$ cat src/rtl/pra_pkg.sv
package pra_pkg;
    typedef enum logic [1:0] {
        RD_IDLE  = 2'd0,
        RD_SHIFT = 2'd1,
        RD_DONE  = 2'd2
    } rd_state_e;
endpackage

$ cat src/rtl/pra_gray_counter.sv
module pra_gray_counter #(
    parameter int TS_W = 5
) (
    input  logic            clk,
    input  logic            rst_n,
    input  logic            clr,
    input  logic            en,
    output logic [TS_W-1:0] gray_o
);
    localparam logic [TS_W-1:0] LAST = {TS_W{1'b1}};

    typedef struct packed {
        logic [TS_W-1:0] bin;
    } cnt_t;

    cnt_t cnt_d, cnt_q;

    always_comb begin
        cnt_d = cnt_q;
        if (clr) begin
            cnt_d.bin = '0;
        end else if (en && cnt_q.bin != LAST) begin
            cnt_d.bin = cnt_q.bin + 1'b1;
        end
    end

    always_ff @(posedge clk) begin
        if (!rst_n) cnt_q <= '0;
        else        cnt_q <= cnt_d;
    end

    assign gray_o = cnt_q.bin ^ (cnt_q.bin >> 1);
endmodule

$ cat src/rtl/pra_pixel.sv
module pra_pixel #(
    parameter int TS_W = 5
) (
    input  logic            clk,
    input  logic            rst_n,
    input  logic            win_clr,
    input  logic            acq_en,
    input  logic            hit_i,
    input  logic            test_i,
    input  logic [TS_W-1:0] ts_i,
    input  logic            rd_clr,
    output logic            hit_o,
    output logic [TS_W-1:0] ts_o
);
    typedef struct packed {
        logic            hit;
        logic [TS_W-1:0] ts;
    } pix_t;

    pix_t pix_d, pix_q;

    always_comb begin
        pix_d = pix_q;
        if (win_clr) begin
            pix_d = '0;
        end else begin
            if (acq_en && (hit_i || test_i) && !pix_q.hit) begin
                pix_d.hit = 1'b1;
                pix_d.ts  = ts_i;
            end
            if (rd_clr) pix_d.hit = 1'b0;
        end
    end

    always_ff @(posedge clk) begin
        if (!rst_n) pix_q <= '0;
        else        pix_q <= pix_d;
    end

    assign hit_o = pix_q.hit;
    assign ts_o  = pix_q.ts;
endmodule

$ cat src/rtl/pra_token_scan.sv
module pra_token_scan #(
    parameter int NPIX = 16,
    parameter int IDXW = 4
) (
    input  logic [NPIX-1:0] pend_i,
    input  logic [IDXW:0]   base_i,
    output logic            found_o,
    output logic [IDXW-1:0] idx_o
);
    always_comb begin
        found_o = 1'b0;
        idx_o   = '0;
        for (int i = NPIX - 1; i >= 0; i--) begin
            if (pend_i[i] && (int'(base_i) <= i)) begin
                found_o = 1'b1;
                idx_o   = IDXW'(i);
            end
        end
    end
endmodule

$ cat src/rtl/pixel_readout_array.sv
module pixel_readout_array #(
    parameter int SIDE = 4,
    parameter int TS_W = 5
) (
    input  logic                 clk,
    input  logic                 rst_n,
    input  logic                 win_start,
    input  logic                 acq_en,
    input  logic [SIDE*SIDE-1:0] hit_i,
    input  logic [SIDE*SIDE-1:0] test_i,
    input  logic                 rd_start,
    input  logic                 univ_rd,
    output logic                 ser_o,
    output logic                 frame_o,
    output logic                 rd_done_o
);
    import pra_pkg::*;

    localparam int NPIX  = SIDE * SIDE;
    localparam int AW    = (SIDE > 1) ? $clog2(SIDE) : 1;
    localparam int IDXW  = (NPIX > 1) ? $clog2(NPIX) : 1;
    localparam int FRAME = 1 + 2 * AW + TS_W;
    localparam int BW    = $clog2(FRAME);

    typedef struct packed {
        rd_state_e       st;
        logic            univ;
        logic [IDXW-1:0] idx;
        logic [BW-1:0]   bitn;
    } rd_t;

    rd_t rd_d, rd_q;

    logic [TS_W-1:0] ts_gray;
    logic [NPIX-1:0] hit_vec;
    logic [TS_W-1:0] ts_arr [NPIX];
    logic [NPIX-1:0] rd_clr_vec;
    logic [NPIX-1:0] pend;
    logic [IDXW:0]   scan_base;
    logic            scan_found;
    logic [IDXW-1:0] scan_idx;
    logic            last_bit;
    logic [FRAME-1:0] word;
    logic [FRAME-1:0] word_sh;
    logic [AW-1:0]   row_sel;
    logic [AW-1:0]   col_sel;

    pra_gray_counter #(.TS_W(TS_W)) u_cnt (
        .clk    (clk),
        .rst_n  (rst_n),
        .clr    (win_start),
        .en     (acq_en),
        .gray_o (ts_gray)
    );

    for (genvar p = 0; p < NPIX; p++) begin : g_pix
        pra_pixel #(.TS_W(TS_W)) u_pix (
            .clk     (clk),
            .rst_n   (rst_n),
            .win_clr (win_start),
            .acq_en  (acq_en),
            .hit_i   (hit_i[p]),
            .test_i  (test_i[p]),
            .ts_i    (ts_gray),
            .rd_clr  (rd_clr_vec[p]),
            .hit_o   (hit_vec[p]),
            .ts_o    (ts_arr[p])
        );
    end

    assign last_bit = (rd_q.st == RD_SHIFT) && (rd_q.bitn == BW'(FRAME - 1));

    always_comb begin
        rd_clr_vec = '0;
        if (last_bit) rd_clr_vec[rd_q.idx] = 1'b1;
    end

    always_comb begin
        if (rd_q.st == RD_SHIFT) begin
            pend      = hit_vec | {NPIX{rd_q.univ}};
            scan_base = {1'b0, rd_q.idx} + 1'b1;
        end else begin
            pend      = hit_vec | {NPIX{univ_rd}};
            scan_base = '0;
        end
    end

    pra_token_scan #(.NPIX(NPIX), .IDXW(IDXW)) u_scan (
        .pend_i  (pend),
        .base_i  (scan_base),
        .found_o (scan_found),
        .idx_o   (scan_idx)
    );

    always_comb begin
        rd_d = rd_q;
        case (rd_q.st)
            RD_SHIFT: begin
                if (last_bit) begin
                    if (scan_found) begin
                        rd_d.idx  = scan_idx;
                        rd_d.bitn = '0;
                    end else begin
                        rd_d.st = RD_DONE;
                    end
                end else begin
                    rd_d.bitn = rd_q.bitn + 1'b1;
                end
            end
            default: begin
                if (win_start) begin
                    rd_d.st = RD_IDLE;
                end else if (rd_start && !acq_en) begin
                    rd_d.univ = univ_rd;
                    rd_d.bitn = '0;
                    if (scan_found) begin
                        rd_d.st  = RD_SHIFT;
                        rd_d.idx = scan_idx;
                    end else begin
                        rd_d.st = RD_DONE;
                    end
                end
            end
        endcase
    end

    always_ff @(posedge clk) begin
        if (!rst_n) begin
            rd_q.st   <= RD_IDLE;
            rd_q.univ <= 1'b0;
            rd_q.idx  <= '0;
            rd_q.bitn <= '0;
        end else begin
            rd_q <= rd_d;
        end
    end

    always_comb begin
        row_sel = AW'(int'(rd_q.idx) / SIDE);
        col_sel = AW'(int'(rd_q.idx) % SIDE);
        word    = {1'b1, row_sel, col_sel, ts_arr[rd_q.idx]};
        word_sh = word << rd_q.bitn;
    end

    assign frame_o   = (rd_q.st == RD_SHIFT);
    assign ser_o     = frame_o & word_sh[FRAME-1];
    assign rd_done_o = (rd_q.st == RD_DONE);
endmodule

$ cat config.mk
export PLATFORM = sky130hd
export DESIGN_NAME = pixel_readout_array
export DESIGN_NICKNAME = d
export VERILOG_FILES = /design/src/rtl/pra_pkg.sv /design/src/rtl/pra_gray_counter.sv /design/src/rtl/pra_pixel.sv /design/src/rtl/pra_token_scan.sv /design/src/rtl/pixel_readout_array.sv
export SDC_FILE = /design/constraint.sdc
export NUM_CORES = 1
export LEC_CHECK = 0
export ABC_AREA = 0
export BUFFER_PORTS_ARGS = -buffer_cell sky130_fd_sc_hd__buf_2
export CORE_AREA = 2 2 111 113
export DETAILED_ROUTE_END_ITERATION = 6
export DIE_AREA = 0 0 113 115
export PLACE_DENSITY = 0.67
export SLEW_MARGIN = 0
export SYNTH_ARGS = -nofsm -noshare
export SYNTH_HDL_FRONTEND = slang
export SYNTH_SLANG_ARGS = --single-unit
$ cat constraint.sdc
create_clock -name clk -period 3.9 [get_ports clk]
set_clock_uncertainty 0.2 [all_clocks]
set_input_delay 0.78 -clock clk [delete_from_list [all_inputs] [get_ports clk]]
set_output_delay 0.78 -clock clk [all_outputs]
set_load 0.01 [all_outputs]
==> qor.csv, run 1 <==
metric;value;unit
synthesized cell area;5770;µm²
final WL;15100;µm
clock sinks;112;
CP Buf/Inv Count;2;
Nets;671;
Crit Path Class;reg -> out;
Final Power;2510;µW
sequential share of power;0.480;
Post-Synthesis Net Count;650;
Sw Ratio;0.284;
asr flop ratio synth;0;
CP Launch Type;flop;
hold slack;0.294;ns
CP peak stage delay;0.53;ns
RSZ-0062 raised after global routing;no;
Worst Path Arrival;2.77;ns
layout overhead on the synthesized area;10.1;%
H-tree lvl count;3;
syn avg cell area;9.59;µm²
family with the most delay on the worst path;multiplexers;
Top FF cell, synth;dfxtp_1;
worst slew pin tran;1.12;ns
Worst Setup End Kind;primary output;
gr usage total;0.245;
Final Setup Violations;0;
wire per inst;19.5;µm
Max Cap Violations;0;
failing checks;DRC;
status;finished, violations left;
first-pass GRT wire length;24700;µm
Worst EP required;2.92;ns
total congestion overflow;0;
distinct cell type count after synthesis;58;
crit path cell chain;buf_12 > mux4_2 > mux4_2 > mux4_2 > nand3_1 > nand2_1 > buf_2;
most common cell after layout, fill and taps aside;nor2_1;
worst-path fanout max;22;
HP Class;reg -> reg;
number of synthesis warnings;0;
Slew Limit Fails;0;
cells after synthesis;602;
root buf cell;clkbuf_16;
worst slack at placement;0.351;ns
largest net degree at the start of global routing;102;
number of cell rows;40;
GPL Wtd Cong;0.971;
Tcrit/Tclk final;0.962;
layout cells sized above 1;0.169;
Fmax achieved;0.267;GHz
Starting Density;0.489;
Yosys reg bits;112;
combinational group share of total power;0.160;
Worst IR Drop VDD;0.325;mV
die area;13000;µm²
fill cell count;1072;
vias in the first global route;4718;
via count;4627;
Inserted Clock Buffers;9;
Lkg Pwr;0.00240;µW
post-layout min period;3.75;ns
Ports;41;
Slew headroom;0.256;
antenna viol nets, final;0;
core area;11800;µm²
TritonCTS clock tree;yes;
Port Buffers;40;
Slowest-stage cell, CP;mux4_2;
Clk pin slew, worst setup/hold paths;0.07;ns
Initial DRC Count;301;
Seq/Total Area, Yosys;0.389;
Clock power frac;0.361;
Pre-Repair DR Iteration Count;7;
die height;115;µm
chip width;113;µm
Max clock buf depth;2;
net switching power;712;µW
fin worst setup slack;0.150;ns
Post-synth EDFFs;0;
ANT cells;0;
Hold Vio Cnt, Final;0;
Sum Neg Setup Slack;0;ns
most frequent CP cell;mux4_2;
via/cell ratio;5.97;
post-DP HPWL;10900;µm
Clock Latency Late Sink;0.35;ns
pwr dens;394;nW/µm²
P_int;1790;µW
most frequent cells in the layout;nor2_1 (113), dfxtp_1 (111), mux2i_1 (69);
initial antenna violation count;0;
DRC;5;
[layer usage]
layer  part of all wire  track usage
met5                  0            0
met4              0.041        0.109
met2               0.48        0.412
met1               0.43        0.304
met3              0.047       0.0559
[through the flow]
stage	instances	area, µm²	utilization
2_1_floorplan	602	5770	-
5_1_grt	775	6350	0.538
3_3_place_gp	759	6060	0.513
3_5_place_dp	759	6060	0.513
6_report	775	6350	0.538
4_1_cts	775	6350	0.538
[registers in the layout, summed over array words and instances, names as in the netlist]
| register | count |
|---|---|
| g_pix.u_pix.ts_o | 80 |
| g_pix.u_pix.hit_o | 16 |
| rd_q | 11 |
| u_cnt.cnt_q | 5 |
[power by group through the flow]
stage | clock (µW) | sequential, µW | combinational [µW]
6_report | 904 | 1200 | 400
3_3_place_gp | 0 | 1230 | 395
4_1_cts | 926 | 1200 | 399
3_5_place_dp | 0 | 1230 | 396
5_1_grt | 971 | 1210 | 437
2_1_floorplan | 0 | 1210 | 303
[area by class of cell]
cell class                      count  area, µm²  share of cell area
Tap cell                          147        184              0.0290
Clock inverter                      5       51.3             0.00808
Timing Repair Buffer               53        310              0.0488
Sequential cell                   112       2240               0.353
Inverter                           24       90.1              0.0142
Multi-Input combinational cell    423       3230               0.509
Clock buffer                       11        243              0.0382
[cells by family (layout without fill, tap and decap cells)]
family                   count (synthesis)  count (layout)  synth area share
flip-flops                             112             112             0.389
buffers and inverters                   67              93            0.0529
multiplexers                            95              95             0.221
AO/OA/AOI/OAI                          123             123             0.151
AND/OR/NAND/NOR                        187             187             0.152
adder cells (fa/ha/maj)                 10              10            0.0217
XOR/XNOR                                 8               8            0.0134
[worst paths after layout]
| path | from | endpoint | slack [ns] | cells after the start |
|---|---|---|---|---|
| min | g_pix[10].u_pix.hit_o | g_pix[10].u_pix.hit_o | 0.29 | 2 |
| min reg2reg | g_pix[10].u_pix.hit_o | g_pix[10].u_pix.hit_o | 0.29 | 2 |
| max reg2reg | rd_q[5] | rd_q[0] | 0.53 | 10 |
| max | rd_q[4] | ser_o | 0.15 | 7 |
[repair_timing]
action                     in CTS  in global routing
hold buffers                    0                  0
resized for setup               1                  0
buffers inserted                0                  0
setup endpoints to repair       1                  0
[worst register-to-register path, cell delays in order (launching register included)]
cell and delay, ns:
dfxtp_2 0.52, inv_1 0.12, ha_1 0.42, nor2b_1 0.28, a41oi_1 0.16, o31a_1 0.31, or4_4 0.46, nor4b_4 0.26
buf_4 0.21, nand2_4 0.07, o311ai_4 0.28
[synth_stat cells, types with 8 or more instances]
cell type | number | area share
a221oi_1 | 16 | 0.024
clkbuf_1 | 26 | 0.017
nor3_1 | 9 | 0.0078
o211ai_1 | 8 | 0.010
a211oi_1 | 24 | 0.031
nand2_1 | 15 | 0.0098
mux2i_1 | 69 | 0.12
nor2_1 | 113 | 0.074
a21oi_1 | 14 | 0.012
dfxtp_1 | 112 | 0.39
ha_1 | 10 | 0.022
mux4_2 | 26 | 0.10
o21ai_0 | 28 | 0.024
inv_1 | 23 | 0.015
No activity file was read; power rests on OpenSTA's default activity.
==> run 2: changes to the inputs <==
Clock period 3.9 ns to 4.3 ns, I/O delays scaled along.
==> run 2 against run 1 <==
  * Clock-buffer cell count decreased by 1
  * Worst hold slack improved by 0.0025 ns
  * The flow still finishes with violations (DRC)
  * Largest cell class unchanged
  * Cell count decreased by 0.52%
  * Flip-flop and latch count unchanged
  * Non-clock buffer count decreased by 4
  * Utilization decreased by 0.32 points
  * Via count decreased by 0.43%
  * Combinational power decreased by 8.5%
  * Sequential power decreased by 10%
  * Clock power decreased by 7.3%
==> qor.csv, run 2 (same netlist as run 1, synthesis figures left out) <==
metric;value;unit;change
most frequent CP cell;mux4_2;;unchanged
layout cells sized above 1;0.163;;was 0.169
final cell count without fillers;771;;was 775
most common cell after layout, fill and taps aside;nor2_1;;unchanged
Clock Latency Late Sink;0.36;ns;was 0.35 ns
Slew headroom;0.254;;was 0.256
Cells after DPL;755;;was 759
largest net degree at the start of global routing;102;;unchanged
die height;115;µm;unchanged
Worst IR Drop VDD;0.365;mV;was 0.325 mV
family with the most delay on the worst path;multiplexers;;unchanged
Worst Setup End Kind;primary output;;unchanged
Worst Path Arrival;2.83;ns;was 2.77 ns
Max clock buf depth;2;;unchanged
clock sinks;112;;unchanged
root buf cell;clkbuf_16;;unchanged
post-DP HPWL;10700;µm;was 10,900 µm
Starting Density;0.489;;unchanged
Sum Neg Setup Slack;0;ns;unchanged
failing checks;DRC;;unchanged
crit path cell chain;buf_4 > mux4_2 > mux4_2 > mux4_2 > nand3_1 > nand2_1 > buf_2;;was buf_12 > mux4_2 > mux4_2 > mux4_2 > nand3_1 > nand2_1 > buf_2
first-pass GRT wire length;24300;µm;was 24,700 µm
gr usage total;0.240;;was 0.245
via/cell ratio;5.98;;was 5.97
Slowest-stage cell, CP;mux4_2;;unchanged
Final Setup Violations;0;;unchanged
post-cts resize count;0;;was 1
setup bufs post-CTS;0;;unchanged
Slew Limit Fails;0;;unchanged
Clk pin slew, worst setup/hold paths;0.08;ns;was 0.07 ns
Port Buffers;40;;unchanged
via count;4607;;was 4,627
Tcrit/Tclk final;0.904;;
TritonCTS clock tree;yes;;unchanged
most frequent cells in the layout;nor2_1 (113), dfxtp_1 (112), mux2i_1 (69);;was nor2_1 (113), dfxtp_1 (111), mux2i_1 (69)
worst slew pin tran;1.12;ns;about the same
hold buffer count at CTS;0;;unchanged
Ports;41;;unchanged
number of flip-flops in the largest register;80;;unchanged
ANT cells;0;;unchanged
Final Power;2290;µW;was 2510 µW
CP Launch Type;flop;;unchanged
H-tree lvl count;3;;unchanged
Initial DRC Count;398;;was 301
post-layout min period;3.89;ns;
number of cell rows;40;;unchanged
chip width;113;µm;unchanged
final core utilization;0.535;;was 0.538
Pre-Repair DR Iteration Count;7;;unchanged
vias in the first global route;4566;;was 4,718
layout overhead on the synthesized area;9.43;%;was 10.1%
Crit Path Class;reg -> out;;unchanged
worst-path fanout max;16;;was 22
final WL;15000;µm;was 15,100 µm
Nets;667;;was 671
Lkg Pwr;0.00237;µW;was 0.00240 µW
Hold Vio Cnt, Final;0;;unchanged
pwr dens;362;nW/µm²;was 394 nW/µm²
CP peak stage delay;0.55;ns;was 0.53 ns
antenna viol nets, final;0;;unchanged
status;finished, violations left;;unchanged
Max Cap Violations;0;;unchanged
Fmax achieved;0.257;GHz;
wire per inst;19.5;µm;about the same
CP Buf/Inv Count;2;;unchanged
GPL Wtd Cong;0.906;;was 0.971
die area;13000;µm²;unchanged
RSZ-0062 raised after global routing;no;;unchanged
Worst EP required;3.24;ns;was 2.92 ns
fill cell count;1090;;was 1,072
core area;11800;µm²;unchanged
total congestion overflow;0;;unchanged
initial antenna violation count;1;;was 0
DRC;5;;unchanged
Inserted Clock Buffers;9;;unchanged
HP Class;reg -> reg;;unchanged
## run 2: cell types whose count changed in the layout (fill, tap and decap cells not counted)
cell / previous run / this run
clkinvlp_4: 0 / 1
inv_8: 0 / 1
buf_12: 1 / 0
dfxtp_1: 111 / 112
clkinv_4: 3 / 2
clkbuf_1: 1 / 0
dfxtp_2: 1 / 0
buf_4: 12 / 9
## run 2: worst paths after layout
path	depth (start not counted)	to	startpoint	slack (ns)
worst min-delay path	2	g_pix[10].u_pix.ts_o[0]	g_pix[10].u_pix.ts_o[0]	0.30
worst max register to register	9	rd_q[0]	rd_q[4]	0.65
worst min register to register	2	g_pix[10].u_pix.ts_o[0]	g_pix[10].u_pix.ts_o[0]	0.30
worst max-delay path	7	ser_o	rd_q[4]	0.41
## run 2: layout make-up
cell class,count,area [µm²],share of cell area
Sequential cell,112,2240,0.355
Multi-Input combinational cell,423,3230,0.512
Tap cell,147,184,0.0291
Clock inverter,6,61.3,0.00971
Clock buffer,10,239,0.0378
Inverter,24,90.1,0.0143
Timing Repair Buffer,49,268,0.0424
## run 2: tightest hold or removal path, stage by stage (launching register included)
cell,delay [ns]
dfxtp_1,0.33
mux2i_1,0.06
nor2_1,0.07
## run 2: where the power goes
group | total, µW | switching, µW | internal (µW)
registers | 1080 | 24.8 | 1060
logic | 366 | 223 | 143
clock network | 838 | 415 | 423
## run 2: routing by layer
metal	GRT usage	vias up	routed length (µm)
met5	0	-	0
met1	0.310	2210	6420
met4	0.0854	0	406
li1	-	2226	-
met3	0.0506	29	788
met2	0.403	142	7410
## run 2: through the flow
step / cell area, µm² / setup WS, ns / hold WS, ns
5_1_grt: 6310 / 0.282 / 0.324
4_1_cts: 6310 / 0.364 / 0.301
3_5_place_dp: 6010 / 0.696 / 0.281
3_3_place_gp: 6010 / 0.772 / 0.268
6_report: 6310 / 0.414 / 0.297
2_1_floorplan: 5770 / 0.710 / 0.245
